===== src/rtl/cbc_pkg.sv =====
package cbc_pkg;
  localparam int CRC_W = 24;
  localparam logic [CRC_W-1:0] CRC_POLY = 24'h800063;

  typedef enum logic [1:0] {PH_IDLE, PH_DATA, PH_CRC} phase_e;

  // Fold one byte, bit 0 first, into the CRC register.
  function automatic logic [CRC_W-1:0] crc_step(input logic [CRC_W-1:0] c_in,
                                                input logic [7:0] d);
    logic [CRC_W-1:0] c;
    logic fb;
    c = c_in;
    for (int i = 0; i < 8; i++) begin
      fb = d[i] ^ c[CRC_W-1];
      c = {c[CRC_W-2:0], 1'b0} ^ (fb ? CRC_POLY : '0);
    end
    return c;
  endfunction

  function automatic logic [7:0] rev8(input logic [7:0] v);
    logic [7:0] r;
    for (int i = 0; i < 8; i++) r[i] = v[7-i];
    return r;
  endfunction
endpackage


===== src/rtl/cbc_size_map.sv =====
module cbc_size_map #(
  parameter int IDX_W = 8,
  parameter int KB_W  = 10
) (
  input  logic [IDX_W-1:0] idx,
  output logic [KB_W-1:0]  kbytes
);
  localparam int IDX_MAX = 188;

  // Code block length in bytes, piecewise linear in the index.
  always_comb begin
    int i;
    int v;
    i = int'(idx);
    if (i < 1 || i > IDX_MAX) i = 1;
    if (i <= 60)       v = 4 + i;
    else if (i <= 92)  v = 64 + 2 * (i - 60);
    else if (i <= 124) v = 128 + 4 * (i - 92);
    else               v = 256 + 8 * (i - 124);
    kbytes = KB_W'(v);
  end
endmodule


===== src/rtl/cbc_crc_engine.sv =====
module cbc_crc_engine
  import cbc_pkg::*;
(
  input  logic             clk,
  input  logic             rst_n,
  input  logic             start,
  input  logic             upd,
  input  logic [7:0]       din,
  output logic [CRC_W-1:0] crc
);
  always_ff @(posedge clk) begin
    if (!rst_n)     crc <= '0;
    else if (start) crc <= crc_step('0, din);
    else if (upd)   crc <= crc_step(crc, din);
  end
endmodule


===== src/rtl/cbc_crc_attach.sv =====
module cbc_crc_attach
  import cbc_pkg::*;
#(
  parameter int IDX_W = 8,
  parameter int KB_W  = 10
) (
  input  logic             clk,
  input  logic             rst_n,
  input  logic             in_valid,
  output logic             in_ready,
  input  logic [7:0]       in_data,
  input  logic             in_sop,
  input  logic             in_eop,
  input  logic [IDX_W-1:0] size_idx,
  input  logic             crc_en,
  output logic             out_valid,
  input  logic             out_ready,
  output logic [7:0]       out_data,
  output logic             out_sop,
  output logic             out_eop
);
  localparam int          PAR_BYTES = CRC_W / 8;
  localparam logic [KB_W-1:0] KB_MIN = KB_W'(5);
  localparam logic [KB_W-1:0] KB_MAX = KB_W'(768);

  phase_e           state;
  logic [KB_W-1:0]  cnt, lim_q, kb_in, lim_next;
  logic             en_q;
  logic [1:0]       sel;
  logic [CRC_W-1:0] crc;
  logic [7:0]       par_byte;
  logic             acc, take, last_data, en_cur;
  logic             nv, ns, ne;
  logic [7:0]       nd;

  cbc_size_map #(.IDX_W(IDX_W), .KB_W(KB_W)) u_map (
    .idx(size_idx), .kbytes(kb_in)
  );

  cbc_crc_engine u_crc (
    .clk(clk), .rst_n(rst_n),
    .start(acc && state == PH_IDLE && in_sop),
    .upd(acc && state == PH_DATA),
    .din(in_data), .crc(crc)
  );

  assign in_ready  = out_ready && (state != PH_CRC);
  assign acc       = in_valid && in_ready;
  assign take      = acc && (state == PH_DATA || in_sop);
  assign lim_next  = crc_en ? kb_in - KB_W'(PAR_BYTES) : kb_in;
  assign en_cur    = (state == PH_IDLE) ? crc_en : en_q;
  assign last_data = (state == PH_IDLE) ? in_eop
                                        : ((cnt + KB_W'(1) == lim_q) || in_eop);

  always_comb begin
    case (sel)
      2'd0:    par_byte = rev8(crc[23:16]);
      2'd1:    par_byte = rev8(crc[15:8]);
      default: par_byte = rev8(crc[7:0]);
    endcase
  end

  always_comb begin
    nv = take || (state == PH_CRC);
    nd = (state == PH_CRC) ? par_byte : in_data;
    ns = take && (state == PH_IDLE);
    ne = (state == PH_CRC) ? (sel == 2'(PAR_BYTES - 1))
                           : (take && last_data && !en_cur);
  end

  always_ff @(posedge clk) begin
    if (!rst_n) begin
      state <= PH_IDLE;
      cnt   <= '0;
      lim_q <= '0;
      en_q  <= 1'b0;
      sel   <= '0;
    end else begin
      case (state)
        PH_IDLE: if (acc && in_sop) begin
          en_q  <= crc_en;
          lim_q <= lim_next;
          cnt   <= KB_W'(1);
          sel   <= '0;
          if (in_eop) state <= crc_en ? PH_CRC : PH_IDLE;
          else        state <= PH_DATA;
        end
        PH_DATA: if (acc) begin
          cnt <= cnt + KB_W'(1);
          sel <= '0;
          if (last_data) state <= en_q ? PH_CRC : PH_IDLE;
        end
        PH_CRC: if (out_ready) begin
          sel <= sel + 2'd1;
          if (sel == 2'(PAR_BYTES - 1)) state <= PH_IDLE;
        end
        default: state <= PH_IDLE;
      endcase
    end
  end

  always_ff @(posedge clk) begin
    if (!rst_n) begin
      out_valid <= 1'b0;
      out_data  <= '0;
      out_sop   <= 1'b0;
      out_eop   <= 1'b0;
    end else if (out_ready) begin
      out_valid <= nv;
      out_data  <= nd;
      out_sop   <= ns;
      out_eop   <= ne;
    end
  end

  AST_BLOCK_IN_CRC: assert property (@(posedge clk) disable iff (!rst_n)
    state == PH_CRC |-> !in_ready);
  AST_IN_WAITS_OUT: assert property (@(posedge clk) disable iff (!rst_n)
    !out_ready |-> !in_ready);
  AST_OUT_HOLD: assert property (@(posedge clk) disable iff (!rst_n)
    out_valid && !out_ready |=> out_valid && $stable(out_data) && $stable(out_eop) && $stable(out_sop));
  AST_CNT_BOUND: assert property (@(posedge clk) disable iff (!rst_n)
    state == PH_DATA |-> cnt < lim_q);
  AST_K_LEGAL: assert property (@(posedge clk) disable iff (!rst_n)
    acc && in_sop && state == PH_IDLE |-> kb_in >= KB_MIN && kb_in <= KB_MAX);
  AST_CRC_ONLY_EN: assert property (@(posedge clk) disable iff (!rst_n)
    state == PH_CRC |-> en_q);
endmodule


===== config.mk =====
export PLATFORM = sky130hd
export DESIGN_NAME = cbc_crc_attach
export DESIGN_NICKNAME = d
export VERILOG_FILES = /design/src/rtl/cbc_pkg.sv /design/src/rtl/cbc_size_map.sv /design/src/rtl/cbc_crc_engine.sv /design/src/rtl/cbc_crc_attach.sv
export SDC_FILE = /design/constraint.sdc
export NUM_CORES = 1
export LEC_CHECK = 0
export BUFFER_PORTS_ARGS = -buffer_cell sky130_fd_sc_hd__buf_2
export CORE_MARGIN = 1.5
export CORE_UTILIZATION = 44
export DETAILED_ROUTE_END_ITERATION = 12
export GPL_TIMING_DRIVEN = 1
export PLACE_DENSITY = 0.68
export SYNTH_ARGS = -nofsm -noshare
export SYNTH_HDL_FRONTEND = slang
export SYNTH_SLANG_ARGS = --single-unit

===== constraint.sdc =====
create_clock -name clk -period 7.5 [get_ports clk]
set_input_delay 0.75 -clock clk [delete_from_list [all_inputs] [get_ports clk]]
set_output_delay 0.75 -clock clk [all_outputs]
set_load 0.01 [all_outputs]

## After elaboration in Yosys (flattened, before gate mapping)

Index checks and enable logic that the tools add are counted.

- Register bits: 60
- Input bits: 23
- Output and inout bits: 12
- Word-level logic and storage cells: 134

- Add/sub/neg operators: 10
- Magnitude comparators: 5
- Eq/ne operators: 11
- Muxes and demuxes: 44
- Bitwise gates (word level): 30
- Reduce and logical (&&, ||, !) cells: 24

Operators by type and width:

| kind | number |
|---|---|
| 24-bit 2-to-1 mux | 18 |
| 24-bit XOR | 15 |
| 10-bit 2-to-1 mux | 6 |
| 2-bit 2-to-1 mux | 11 |
| 10-bit one-hot mux with 2 select lines | 1 |
| 8-bit by 7-bit <= comparator with 1-bit output, second input constant | 2 |
| 8-bit 2-to-1 mux | 2 |
| 8-bit one-hot mux with 2 select lines | 1 |
| 1-bit XOR | 15 |
| 2-bit one-hot mux with 3 select lines | 2 |
| 10-bit by 1-bit adder with 10-bit output, second input constant | 1 |
| 10-bit adder, first input constant | 1 |
| 8-bit by 10-bit adder with 10-bit output, first input constant | 1 |
| 9-bit by 10-bit adder with 10-bit output, first input constant | 1 |
| 10-bit equality test | 1 |
| 1-bit logical AND | 10 |
| 10-bit by 2-bit subtractor with 10-bit output, second input constant | 1 |
| 3-bit by 8-bit adder with 9-bit output, first input constant | 1 |
| 8-bit by 6-bit subtractor with 9-bit output, second input constant | 1 |
| 8-bit greater-than comparator, second input constant | 1 |
| 8-bit by 6-bit <= comparator with 1-bit output, second input constant | 1 |
| 8-bit by 1-bit < comparator with 1-bit output, second input constant | 1 |
| 2-bit != test, second input constant | 4 |
| 8-bit by 7-bit subtractor with 8-bit output, second input constant | 1 |
| other kinds (15) | 25 |

## Longest topological paths before layout

Gate-level depths: netlist of run 1.

- Depth after elaboration: 26
- Gate-level depth with buffers: 18
- Mapped depth without buffers: 15

## Hierarchy

A second synthesis of run 1 with hierarchy kept.

- Cell total of the unflattened synthesis: 538
- Area, all modules: 4446.8 µm²

Modules (own cells, without submodules):

| module | instances | cells an instance | area each (µm²) | seq. area each (µm²) |
|---|---|---|---|---|
| cbc_crc_attach | 1 | 286 | 2312.2 | 720.7 |
| cbc_crc_engine | 1 | 155 | 1365.1 | 480.5 |
| cbc_size_map | 1 | 97 | 769.5 | 0.0 |

## Least setup slack after synthesis of run 1

Ideal clock, no wire load.

- Path kind: input -> register
- From: input size_idx[1]
- To: register lim_q[8]
- Setup time: 0.070 ns
- Data arrival time: 3.914 ns
- Data required time: 7.430 ns
- Slack: 3.516 ns
- Stages on the path: 18
- Buffers on the path: 3
- Path through: buf_6 o211a_4 a21oi_4 and2_2 ha_1 buf_2 o211ai_1 a21oi_1 or2_1 buf_2 or3_2 o21ai_0 ha_1 nand2b_1 a2111oi_0 nand4_1 xor2_1 a21oi_1

- Cells in the longest elaborated chain, start to end: 10
- Elaborated cells between the ends (all ways): 19
- Those cells by class: add/sub: 8; order compare: 5; mux: 5; reduce/logical: 1

RTL lines:

| item | RTL line | RTL |
|---|---|---|
| start: declaration | cbc_crc_attach.sv:14 | `input logic [IDX_W-1:0] size_idx,` |
| 8-bit by 1-bit < comparator with 1-bit output or 8-bit greater-than comparator (tied branches) | cbc_size_map.sv:15 | `if (i < 1 \|\| i > IDX_MAX) i = 1;` |
| 1-bit logical OR | cbc_size_map.sv:15 |  |
| 8-bit 2-to-1 mux * | cbc_size_map.sv:15 |  |
| 8-bit by 7-bit subtractor with 8-bit output or 7-bit subtractor (tied branches) | cbc_size_map.sv:18, cbc_size_map.sv:19 |  |
| 9-bit by 10-bit adder with 10-bit output or 10-bit adder (tied branches) | cbc_size_map.sv:18, cbc_size_map.sv:19 |  |
| 10-bit 2-to-1 mux | cbc_size_map.sv:18 | `else if (i <= 124) v = 128 + 4 * (i - 92);` |
| 10-bit 2-to-1 mux | cbc_size_map.sv:17 | `else if (i <= 92) v = 64 + 2 * (i - 60);` |
| 10-bit 2-to-1 mux * | cbc_size_map.sv:16 | `if (i <= 60) v = 4 + i;` |
| 10-bit by 2-bit subtractor with 10-bit output | cbc_crc_attach.sv:50 | `assign lim_next = crc_en ? kb_in - KB_W'(PAR_BYTES) : kb_in;` |
| 10-bit 2-to-1 mux * | cbc_crc_attach.sv:50 |  |
| end signal: assignment | cbc_crc_attach.sv:82 | `lim_q <= lim_next;` |
| end: declaration | cbc_crc_attach.sv:27 | `logic [KB_W-1:0] cnt, lim_q, kb_in, lim_next;` |

Every way passes the cells marked *; elsewhere a longest branch is shown, timed or not.
A chain may end at the register's enable or synchronous reset.

## Final worst setup path of run 1

- From: input size_idx[4]
- To: register lim_q[8]

Same word-level chain as after synthesis.

==> results of run 1 <==
-- registers in the layout (all words and copies together) (netlist names) --
register and cells:
out_valid 1, u_crc.crc 24, lim_q 10, out_sop 1
state 2, out_eop 1, out_data 8, sel 2
cnt 10, en_q 1
-- metal layers --
metal / vias to the layer above / part of all wire / wire, µm / GRT usage
li1: 1996 / - / - / -
met1: 1930 / 0.46 / 5150 / 0.308
met2: 130 / 0.47 / 5200 / 0.374
met3: 8 / 0.059 / 652 / 0.0383
met4: 0 / 0.010 / 112 / 0.0601
met5: - / 0 / 0 / 0
-- worst max path at each step --
stage	from	to	slack [ps]	cells past startpoint
after floorplan	size_idx[1]	lim_q[8]	3520	18
after global placement	size_idx[4]	lim_q[8]	2920	16
after detailed placement	size_idx[4]	lim_q[8]	2790	16
after CTS	size_idx[4]	lim_q[8]	3120	16
after global routing	size_idx[4]	lim_q[8]	2700	16
final	size_idx[4]	lim_q[8]	3050	16
-- through the flow --
stage          hold WS [ps]  area, µm²  std cells  utilization  total power, W
3_3_place_gp            457       4490        677        0.479        0.000519
5_1_grt                 502       4690        693        0.501        0.000853
4_1_cts                 474       4690        693        0.501        0.000819
3_5_place_dp            466       4490        677        0.479        0.000519
6_report                476       4690        693        0.501        0.000813
2_1_floorplan           444       4300        549            -        0.000479
-- area by class of cell --
cell class                      instances  share of cell area
Timing Repair Buffer                   36              0.0395
Clock buffer                           12              0.0331
Sequential cell                        60               0.256
Inverter                               14              0.0112
Clock inverter                          4              0.0101
Tap cell                              129              0.0344
Multi-Input combinational cell        438               0.616
-- kinds of logic (layout without fill, tap and decap cells) --
kind of cell	Yosys count	in the layout	synth area share
simple gates	192	192	0.226
flops	60	60	0.279
compound gates	166	166	0.269
buf+inv	51	66	0.0509
xor+xnor	55	55	0.112
mux	17	17	0.0398
fa+ha+maj	8	8	0.0233
-- cells in the mapped netlist, types with 5 or more instances --
cell type and n:
sky130_fd_sc_hd__a211oi_1 6, sky130_fd_sc_hd__a21boi_0 10, sky130_fd_sc_hd__a21oi_1 44, sky130_fd_sc_hd__a22o_1 5, sky130_fd_sc_hd__a22oi_1 12, sky130_fd_sc_hd__a31oi_1 7, sky130_fd_sc_hd__and2_1 12, sky130_fd_sc_hd__and3_1 7
sky130_fd_sc_hd__clkbuf_1 25, sky130_fd_sc_hd__dfxtp_1 60, sky130_fd_sc_hd__ha_1 8, sky130_fd_sc_hd__inv_1 13, sky130_fd_sc_hd__mux2i_1 16, sky130_fd_sc_hd__nand2_1 54, sky130_fd_sc_hd__nand2b_1 7, sky130_fd_sc_hd__nand3_1 17
sky130_fd_sc_hd__nand4_1 5, sky130_fd_sc_hd__nor2_1 32, sky130_fd_sc_hd__nor2b_1 19, sky130_fd_sc_hd__nor3_1 14, sky130_fd_sc_hd__o211ai_1 6, sky130_fd_sc_hd__o21ai_0 30, sky130_fd_sc_hd__o22ai_1 7, sky130_fd_sc_hd__xnor2_1 39
sky130_fd_sc_hd__xor2_1 16
-- critical path: cells and delay by family --
family / cells / cell delay (ps)
compound gates: 6 / 1530
xor+xnor: 1 / 190
fa+ha+maj: 2 / 610
buf+inv: 1 / 160
simple gates: 6 / 1480
-- power breakdown --
group / switching, W / internal, W
Clock: 0.000128 / 0.000171
Sequential: 0.00000887 / 0.000329
Combinational: 0.000103 / 0.0000727
Total: 0.000241 / 0.000573
==> metrics.log, run 1 <==
INFO  metric crit_slowest_cell = sky130_fd_sc_hd__a21oi_1
INFO  metric result_of_the_run = complete, no violations
INFO  metric final_antenna_net_count = 0
INFO  metric core-area = 0.00937 mm²
INFO  metric signed_area_change_from_the_synthesized_netlist_to_the_final_layout = 9.01%
INFO  metric rr_worst_depth = 5
INFO  metric cts.htree.levels = 3
INFO  metric setup_repair_after_global_routing_missed_its_margin = no
INFO  metric vias = 4064
INFO  metric worst_ep_arrival_time = 4720 ps
INFO  metric pwr_cell_area = 173 mW/mm²
INFO  metric ys.warnings.count = 0
INFO  metric critPathMaxFanout = 11
INFO  metric edff_count_synth = 0
INFO  metric synth_area = 0.00430 mm²
INFO  metric wire_per_inst = 16.0 µm
INFO  metric cts_inserted_buffers = 9
INFO  metric die_h = 102 µm
INFO  metric detailed_place_hpwl = 8.03 mm
INFO  metric power.ir.vdd_worst = 0.000108 V
INFO  metric timing.hold.worst.class = reg -> reg
INFO  metric synth_top_area_frac = 0.279
INFO  metric leakagePower = 1.78 nW
INFO  metric clk_pin_slew_worst_paths = 60 ps
INFO  metric dieWidth = 102 µm
INFO  metric port_buffer_count = 34
INFO  metric overall_global_routing_resource_usage = 0.227
INFO  metric footprint_of_the_multi_input_gates = 0.00289 mm²
INFO  metric post-place-ws = 2790 ps
INFO  metric totalNegativeSetupSlack = 0 ps
INFO  metric cts.hold.buffers_added = 0
INFO  metric count_of_cell_types_in_the_netlist = 71
INFO  metric ys_seq_elements = 60
INFO  metric initial_core_util = 0.459
INFO  metric tritoncts_num_sinks = 60
INFO  metric drc_errors = 0
INFO  metric regArea = 0.00120 mm²
INFO  metric share_of_final_layout_standard_cells_stronger_than_drive_strength_1 = 0.129
INFO  metric timing.clock.skew = 10.5 ps
INFO  metric fillerInstances = 971
INFO  metric async_reset_ff_frac = 0
INFO  metric slew_viol_final = 0
INFO  metric vias_per_cell = 5.86
INFO  metric number_of_search_and_repair_iterations_in_the_first_detailed_routing_pass = 5
INFO  metric timing.final.setup_violations = 0
INFO  metric layout_commonest_cell = sky130_fd_sc_hd__dfxtp_1
INFO  metric max-cap-violations = 0
INFO  metric final_critical_path_share_of_the_clock_period = 0.594
INFO  metric antenna-diode-count = 0
INFO  metric worst_setup_path_start_kind = primary input
INFO  metric path_cells = buf_2, and3_1, a21oi_4, and2_2, ha_1, o211ai_1, a21oi_1, or2_1, or3_2, o21ai_0, ha_1, nand2b_1, a2111oi_0, nand4_1, xor2_1, a21oi_1
INFO  metric sequential_cell_area_fraction_in_the_yosys_report = 0.279
INFO  metric worst_skew_pair_latency = 340 ps
INFO  metric post_cts_resize_count = 0
INFO  metric shortest_period_the_worst_path_allows = 4450 ps
INFO  metric finalWirelength = 11.1 mm
INFO  metric max_clock_freq = 225 MHz
INFO  metric post_synth_main_area_contributors = sky130_fd_sc_hd__dfxtp_1 (28%), sky130_fd_sc_hd__xnor2_1 (7.9%), sky130_fd_sc_hd__a21oi_1 (5.1%)
INFO  metric reg2reg_setup_slack = 5010 ps
INFO  metric setup.worst_path.end_class = flop
INFO  metric yosysTopAreaCell = sky130_fd_sc_hd__dfxtp_1
INFO  metric largest_net_degree_at_the_start_of_global_routing = 56
INFO  metric worstPathRequired = 7770 ps
INFO  metric grt_antenna_before_repair = 0
INFO  metric nets = 590
INFO  metric critPathMaxStageDelay = 450 ps
INFO  metric number_of_standard_cell_rows_in_the_floorplan = 35
INFO  metric synthesis.instances = 549
INFO  metric floorplan.io_pins = 35
INFO  metric measured_slew_at_the_worst_slew_check_pin = 1030 ps
INFO  metric clk_root_buf = sky130_fd_sc_hd__clkbuf_8
INFO  metric post_cts.repair.setup_buffers = 0
INFO  metric overall_overflow_remaining_after_global_route = 0
INFO  metric final_hold_violation_count = 0
INFO  metric syn-mean-instance-area = 7.84 µm²
INFO  metric r2r_end = cnt[2]
INFO  metric grt_first_pass_wirelength = 18.7 mm
INFO  metric hp-start = u_crc.crc[8]
INFO  metric synthesis.nets = 580
INFO  metric timing.final.ws_setup = 3050 ps
INFO  metric timing.max_slew.rel_slack = 0.315
INFO  metric setup.worst_path.class = in -> reg
INFO  metric gp_congestion = 0.937
INFO  metric clockBufferDepth = 2
INFO  metric rr_startpoint = state[0]
INFO  metric tritoncts = built
INFO  metric leading_cell_types_in_the_layout_fill_and_taps_excluded = sky130_fd_sc_hd__dfxtp_1 (60), sky130_fd_sc_hd__nand2_1 (54), sky130_fd_sc_hd__a21oi_1 (44)
INFO  metric fp.dieArea = 0.0104 mm²
INFO  metric holdPathEnd = u_crc.crc[16]
INFO  metric synthFlopType = sky130_fd_sc_hd__dfxtp_1
INFO  metric whs_path_depth = 2
INFO  metric drt_iter0_drc = 293
INFO  metric via_count_of_the_first_global_routing_pass = 3825
No activity file was read; power rests on OpenSTA's default activity.
==> run 2, diff against run 1 <==
==> constraint.sdc (replaced) <==
create_clock -name clk -period 4.27 [get_ports clk]
set_input_delay 0.427 -clock clk [delete_from_list [all_inputs] [get_ports clk]]
set_output_delay 0.427 -clock clk [all_outputs]
set_load 0.01 [all_outputs]
==> metrics.log, run 2 (same netlist as run 1, synthesis figures left out) <==
INFO  metric result_of_the_run = complete, no violations
INFO  metric vias = 4029 (-0.86%)
INFO  metric place.detailed.instances = 683 (+0.89%)
INFO  metric wire_per_inst = 15.8 µm (-1.6%)
INFO  metric timing.max_slew.rel_slack = 0.391 (+0.0761)
INFO  metric totalNegativeSetupSlack = 0 ps (unchanged)
INFO  metric timing.clock.skew = 7.53 ps (-2.98 ps)
INFO  metric slew_viol_final = 0 (unchanged)
INFO  metric drc_errors = 0 (unchanged)
INFO  metric grt_first_pass_wirelength = 18.3 mm (-2.0%)
INFO  metric critPathMaxFanout = 11 (unchanged)
INFO  metric largest_reg_flops = 24 (unchanged)
INFO  metric final_hold_violation_count = 0 (unchanged)
INFO  metric final-instance-count-excl-fill = 697 (+0.58%)
INFO  metric hp-start = in_data[3]
INFO  metric cp-endpoint = lim_q[7]
INFO  metric vias_per_cell = 5.78 (-1.4%)
INFO  metric setup.worst_path.end_class = flop
INFO  metric footprint_of_the_multi_input_gates = 0.00289 mm² (unchanged)
INFO  metric worstPathRequired = 4540 ps (-3230 ps)
INFO  metric timing.hold.worst.class = in -> reg
INFO  metric cts.hold.buffers_added = 0 (unchanged)
INFO  metric final_antenna_net_count = 0 (unchanged)
INFO  metric tritoncts_num_sinks = 60 (unchanged)
INFO  metric fp.dieArea = 0.0104 mm² (unchanged)
INFO  metric post_cts.repair.setup_buffers = 0 (unchanged)
INFO  metric setup.worst_path.start = size_idx[4]
INFO  metric clockBufferDepth = 2 (unchanged)
INFO  metric measured_slew_at_the_worst_slew_check_pin = 912 ps (-116 ps)
INFO  metric largest_net_degree_at_the_start_of_global_routing = 56 (unchanged)
INFO  metric layout_commonest_cell = sky130_fd_sc_hd__dfxtp_1
INFO  metric cts.htree.levels = 3 (unchanged)
INFO  metric finalWirelength = 11.0 mm (-1.1%)
INFO  metric via_count_of_the_first_global_routing_pass = 3765 (-1.6%)
INFO  metric die_h = 102 µm (unchanged)
INFO  metric initial_core_util = 0.459 (unchanged)
INFO  metric nets = 596 (+1.0%)
INFO  metric cts_inserted_buffers = 9 (unchanged)
INFO  metric rr_startpoint = cnt[0]
INFO  metric number_of_search_and_repair_iterations_in_the_first_detailed_routing_pass = 5 (unchanged)
INFO  metric antenna-diode-count = 0 (unchanged)
INFO  metric port_buffer_count = 34 (unchanged)
INFO  metric clk_root_buf = sky130_fd_sc_hd__clkbuf_8
INFO  metric pwr_cell_area = 285 mW/mm² (+65%)
INFO  metric fillerInstances = 972 (+0.10%)
INFO  metric leakagePower = 1.79 nW (+0.70%)
INFO  metric leading_cell_types_in_the_layout_fill_and_taps_excluded = sky130_fd_sc_hd__dfxtp_1 (60), sky130_fd_sc_hd__nand2_1 (54), sky130_fd_sc_hd__a21oi_1 (44)
INFO  metric worst_setup_path_start_kind = primary input
INFO  metric drt_iter0_drc = 255 (-13%)
INFO  metric dieWidth = 102 µm (unchanged)
INFO  metric power.ir.vdd_worst = 0.000196 V (+81%)
INFO  metric regArea = 0.00120 mm² (unchanged)
INFO  metric max-cap-violations = 0 (unchanged)
INFO  metric detailed_place_hpwl = 7.96 mm (-0.91%)
INFO  metric overall_global_routing_resource_usage = 0.222 (-0.00451)
INFO  metric setup.worst_path.class = in -> reg
INFO  metric number_of_standard_cell_rows_in_the_floorplan = 35 (unchanged)
INFO  metric timing.final.setup_violations = 0 (unchanged)
INFO  metric post_cts_resize_count = 0 (unchanged)
INFO  metric setup_repair_after_global_routing_missed_its_margin = no
INFO  metric grt_antenna_before_repair = 0 (unchanged)
INFO  metric gp_congestion = 0.854 (-8.9%)
INFO  metric largest-register = u_crc.crc
INFO  metric core-area = 0.00937 mm² (unchanged)
INFO  metric overall_overflow_remaining_after_global_route = 0 (unchanged)
INFO  metric r2r_end = state[1]
INFO  metric worst_ep_arrival_time = 3890 ps (-830 ps)
INFO  metric worst_skew_pair_latency = 330 ps (about the same)
INFO  metric floorplan.io_pins = 35 (unchanged)
INFO  metric final_critical_path_share_of_the_clock_period = 0.849
INFO  metric max_clock_freq = 276 MHz
INFO  metric rr_worst_depth = 9 (+4)
INFO  metric reg2reg_setup_slack = 1820 ps (-3190 ps)
INFO  metric top_regs = u_crc.crc (24), cnt (10), lim_q (10)
INFO  metric whs_path_depth = 3 (+1)
INFO  metric tritoncts = built
INFO  metric signed_area_change_from_the_synthesized_netlist_to_the_final_layout = 8.98% (about the same)
INFO  metric clk_pin_slew_worst_paths = 60 ps (about the same)
INFO  metric share_of_final_layout_standard_cells_stronger_than_drive_strength_1 = 0.136 (+0.00613)
INFO  metric shortest_period_the_worst_path_allows = 3620 ps
-- run 2: cell type report --
class,instances,share of cell area
multi-input combinational,438,0.616
inverter,14,0.0112
timing repair buffer,42,0.0491
tap,129,0.0344
sequential,60,0.256
clock buffer,11,0.0301
clock inverter,3,0.00320
-- run 2: critical path, stage by stage --
cell and delay (ps):
sky130_fd_sc_hd__buf_2 160, sky130_fd_sc_hd__and3_1 270, sky130_fd_sc_hd__a21oi_4 280, sky130_fd_sc_hd__and2_2 220, sky130_fd_sc_hd__ha_1 240, sky130_fd_sc_hd__nand2_1 140
sky130_fd_sc_hd__nor3_1 330, sky130_fd_sc_hd__nor2_2 160, sky130_fd_sc_hd__a311o_4 460, sky130_fd_sc_hd__a221oi_4 390, sky130_fd_sc_hd__nand4_1 180, sky130_fd_sc_hd__or4_1 540
sky130_fd_sc_hd__nand3_1 90
-- run 2: layer usage --
layer	GRT usage	vias to the layer above	wire length, µm
met5	0	-	0
met2	0.355	94	5070
met1	0.306	1921	5350
met4	0.0622	0	115
li1	-	2003	-
met3	0.0431	11	457
-- run 2: power breakdown --
| part | internal, W | total, W | switching, W | leakage (nW) |
|---|---|---|---|---|
| clock network | 0.000217 | 0.000432 | 0.000215 | 0.0848 |
| registers | 0.000579 | 0.000595 | 0.0000159 | 0.487 |
| logic | 0.000131 | 0.000312 | 0.000181 | 1.22 |
| total | 0.000927 | 0.00134 | 0.000412 | 1.79 |
-- run 2: worst min path at each step --
stage                    endpoint  slack [ps]
floorplan           u_crc.crc[17]         440
global placement    u_crc.crc[19]         460
detailed placement  u_crc.crc[17]         470
CTS                  u_crc.crc[5]         400
global route             state[0]         410
finish               u_crc.crc[5]         410
-- run 2: stage by stage --
stage          power [W]  utilization  setup WS (ps)  instance area [µm²]  hold slack, ps
6_report         0.00134        0.501            647                 4690             413
5_1_grt          0.00141        0.501            441                 4690             413
2_1_floorplan   0.000841            -            609                 4300             444
3_3_place_gp    0.000913        0.484            391                 4530             459
4_1_cts          0.00135        0.501            717                 4690             398
3_5_place_dp    0.000915        0.484            377                 4530             469
==> run 3, diff against run 2 <==
--- a/config.mk
+++ b/config.mk
@@ -10,7 +10,7 @@
 export CORE_UTILIZATION = 44
 export DETAILED_ROUTE_END_ITERATION = 12
 export GPL_TIMING_DRIVEN = 1
-export PLACE_DENSITY = 0.68
+export PLACE_DENSITY = 0.7
 export SYNTH_ARGS = -nofsm -noshare
 export SYNTH_HDL_FRONTEND = slang
 export SYNTH_SLANG_ARGS = --single-unit
==> constraint.sdc (replaced) <==
create_clock -name clk -period 3 [get_ports clk]
set_input_delay 0.3 -clock clk [delete_from_list [all_inputs] [get_ports clk]]
set_output_delay 0.3 -clock clk [all_outputs]
set_load 0.01 [all_outputs]
==> metrics.log, run 3 (same netlist as run 1, synthesis figures left out) <==
INFO  metric result_of_the_run = complete, no violations
INFO  metric top_regs = u_crc.crc (24), cnt (10), lim_q (10)
INFO  metric drt_iter0_drc = 191 (-25%)
INFO  metric finalWirelength = 11.5 mm (+4.5%)
INFO  metric pwr_cell_area = 419 mW/mm² (+47%)
INFO  metric critPathMaxFanout = 6 (-5)
INFO  metric largest-register = u_crc.crc
INFO  metric clk_root_buf = sky130_fd_sc_hd__clkbuf_8
INFO  metric measured_slew_at_the_worst_slew_check_pin = 805 ps (-107 ps)
INFO  metric worst_setup_path_start_kind = primary input
INFO  metric timing.final.setup_violations = 0 (unchanged)
INFO  metric number_of_standard_cell_rows_in_the_floorplan = 35 (unchanged)
INFO  metric hold_ws = 294 ps (-119 ps)
INFO  metric wire_per_inst = 15.9 µm (+0.75%)
INFO  metric vias_per_cell = 5.77 (-0.20%)
INFO  metric overall_overflow_remaining_after_global_route = 0 (unchanged)
INFO  metric timing.hold.worst.class = in -> reg
INFO  metric worst_skew_pair_latency = 340 ps (about the same)
INFO  metric power.ir.vdd_worst = 0.000243 V (+24%)
INFO  metric signed_area_change_from_the_synthesized_netlist_to_the_final_layout = 16.1%
INFO  metric vias = 4171 (+3.5%)
INFO  metric setup.worst_path.class = in -> reg
INFO  metric use_met3 = 0.0499 (+0.00684)
INFO  metric number_of_search_and_repair_iterations_in_the_first_detailed_routing_pass = 5 (unchanged)
INFO  metric cts.htree.levels = 3 (unchanged)
INFO  metric tritoncts_num_sinks = 60 (unchanged)
INFO  metric timing.final.ws_setup = 281 ps (-365 ps)
INFO  metric via_count_of_the_first_global_routing_pass = 3889 (+3.3%)
INFO  metric timing.clock.skew = 10.5 ps (+3.00 ps)
INFO  metric leading_cell_types_in_the_layout_fill_and_taps_excluded = sky130_fd_sc_hd__dfxtp_1 (60), sky130_fd_sc_hd__nand2_1 (53), sky130_fd_sc_hd__a21oi_1 (43)
INFO  metric final_critical_path_share_of_the_clock_period = 0.906
INFO  metric core-area = 0.00937 mm² (unchanged)
INFO  metric fp.dieArea = 0.0104 mm² (unchanged)
INFO  metric dieWidth = 102 µm (unchanged)
INFO  metric fillerInstances = 933 (-4.0%)
INFO  metric clk_pin_slew_worst_paths = 70 ps (about the same)
INFO  metric post_cts.repair.setup_buffers = 0 (unchanged)
INFO  metric max-cap-violations = 0 (unchanged)
INFO  metric gp_congestion = 0.905 (+6.0%)
INFO  metric largest_net_degree_at_the_start_of_global_routing = 55 (-1.8%)
INFO  metric cts_inserted_buffers = 9 (unchanged)
INFO  metric worst_ep_arrival_time = 2980 ps (-910 ps)
INFO  metric setup_repair_after_global_routing_missed_its_margin = no
INFO  metric timing.max_slew.rel_slack = 0.461 (+0.0705)
INFO  metric shortest_period_the_worst_path_allows = 2720 ps
INFO  metric max_clock_freq = 368 MHz
INFO  metric cpLargestDelayFamily = compound AO/OA/AOI/OAI gates
INFO  metric antenna-diode-count = 0 (unchanged)
INFO  metric slew_viol_final = 0 (unchanged)
INFO  metric global_route.usage.met1 = 0.299 (-0.00691)
INFO  metric grt_antenna_before_repair = 0 (unchanged)
INFO  metric drc_errors = 0 (unchanged)
INFO  metric path_cells = buf_2, o211a_4, a21oi_4, and2_4, ha_4, nand3_1, xnor2_1, a2bb2oi_2, ha_1, a22o_2, a211oi_2, nand4_1, o311a_1, nor3_1
INFO  metric crit_slowest_cell = sky130_fd_sc_hd__o311a_1
INFO  metric grt_first_pass_wirelength = 18.9 mm (+2.8%)
INFO  metric nets = 620 (+4.0%)
INFO  metric overall_global_routing_resource_usage = 0.227 (+0.00544)
INFO  metric leakagePower = 1.94 nW (+8.4%)
INFO  metric busiest_layer = met2
INFO  metric clockBufferDepth = 2 (unchanged)
INFO  metric worstPathRequired = 3260 ps (-1280 ps)
INFO  metric critical_path.n_buffers_inverters = 1 (unchanged)
INFO  metric final_hold_violation_count = 0 (unchanged)
INFO  metric floorplan.io_pins = 35 (unchanged)
INFO  metric critPathMaxStageDelay = 370 ps (-170 ps)
INFO  metric layout_commonest_cell = sky130_fd_sc_hd__dfxtp_1
INFO  metric final_antenna_net_count = 0 (unchanged)
INFO  metric detailed_place_hpwl = 8.38 mm (+5.3%)
INFO  metric initial_core_util = 0.459 (unchanged)
INFO  metric die_h = 102 µm (unchanged)
INFO  metric tritoncts = built
INFO  metric share_of_final_layout_standard_cells_stronger_than_drive_strength_1 = 0.190 (+0.0547)
INFO  metric largest_reg_flops = 24 (unchanged)
INFO  metric port_buffer_count = 34 (unchanged)
INFO  metric setup.worst_path.end_class = flop
INFO  metric globalRouteMet2Util = 0.372 (+0.0174)
INFO  metric post-place-ws = -106 ps (-483 ps)
==> run 3: cell types whose count changed in the layout (fill, tap and decap cells not counted), moves of 2 or more <==
cell | previous run | this run
sky130_fd_sc_hd__and2_2 | 3 | 1
sky130_fd_sc_hd__and2_4 | 0 | 2
sky130_fd_sc_hd__buf_4 | 8 | 32
sky130_fd_sc_hd__ha_1 | 8 | 6
==> run 3: cell type report <==
type                    count  area, µm²  share of cell area
repair buffers             66        410              0.0821
flip-flops and latches     60       1200               0.240
clock inverters             4       47.5             0.00951
multi-input cells         438       2970               0.594
well taps                 129        161              0.0323
inverters                  14       52.6              0.0105
clock buffers              12        155              0.0310
==> run 3: metrics by stage <==
stage | power (W) | cell area, µm² | instances | utilization | setup TNS, ps
global placement | 0.00135 | 4780 | 707 | 0.511 | 0
finish | 0.00209 | 5000 | 723 | 0.533 | 0
global route | 0.00219 | 5000 | 723 | 0.533 | 0
floorplan | 0.00122 | 4390 | 549 | - | -174
CTS | 0.00210 | 4990 | 723 | 0.532 | 0
detailed placement | 0.00136 | 4780 | 707 | 0.511 | -106
==> run 3: timing repair <==
| action | 4_1_cts | 5_1_grt |
|---|---|---|
| resized for setup | 0 | 2 |
| hold buffers | 0 | 0 |
| endpoints found under the setup margin | 0 | 1 |
==> run 3: worst paths after layout <==
| check | slack [ps] | depth (start not counted) | startpoint | to |
|---|---|---|---|---|
| max | 280 | 14 | size_idx[0] | lim_q[9] |
| min | 290 | 3 | in_data[3] | u_crc.crc[5] |
| max reg2reg | 580 | 9 | cnt[0] | state[1] |
| min reg2reg | 470 | 2 | u_crc.crc[12] | u_crc.crc[20] |
==> run 3: metal layers <==
| layer | part of all wire | vias up | routed length [µm] |
|---|---|---|---|
| met4 | 0.017 | 0 | 192 |
| met1 | 0.45 | 1968 | 5140 |
| met3 | 0.058 | 22 | 662 |
| met2 | 0.48 | 133 | 5500 |
| met5 | 0 | - | 0 |
| li1 | - | 2048 | - |
==> run 3: power by group <==
group          switching, W  internal, W  total (W)
clock network      0.000323     0.000426   0.000749
registers         0.0000225     0.000824   0.000846
logic              0.000276     0.000223   0.000499
total              0.000621      0.00147    0.00209
==> run 3: worst min-delay path, delay by kind of cell <==
family	cells	cell delay (ps)
AOI/OAI and AO/OA	2	150
buffers and inverters	1	130
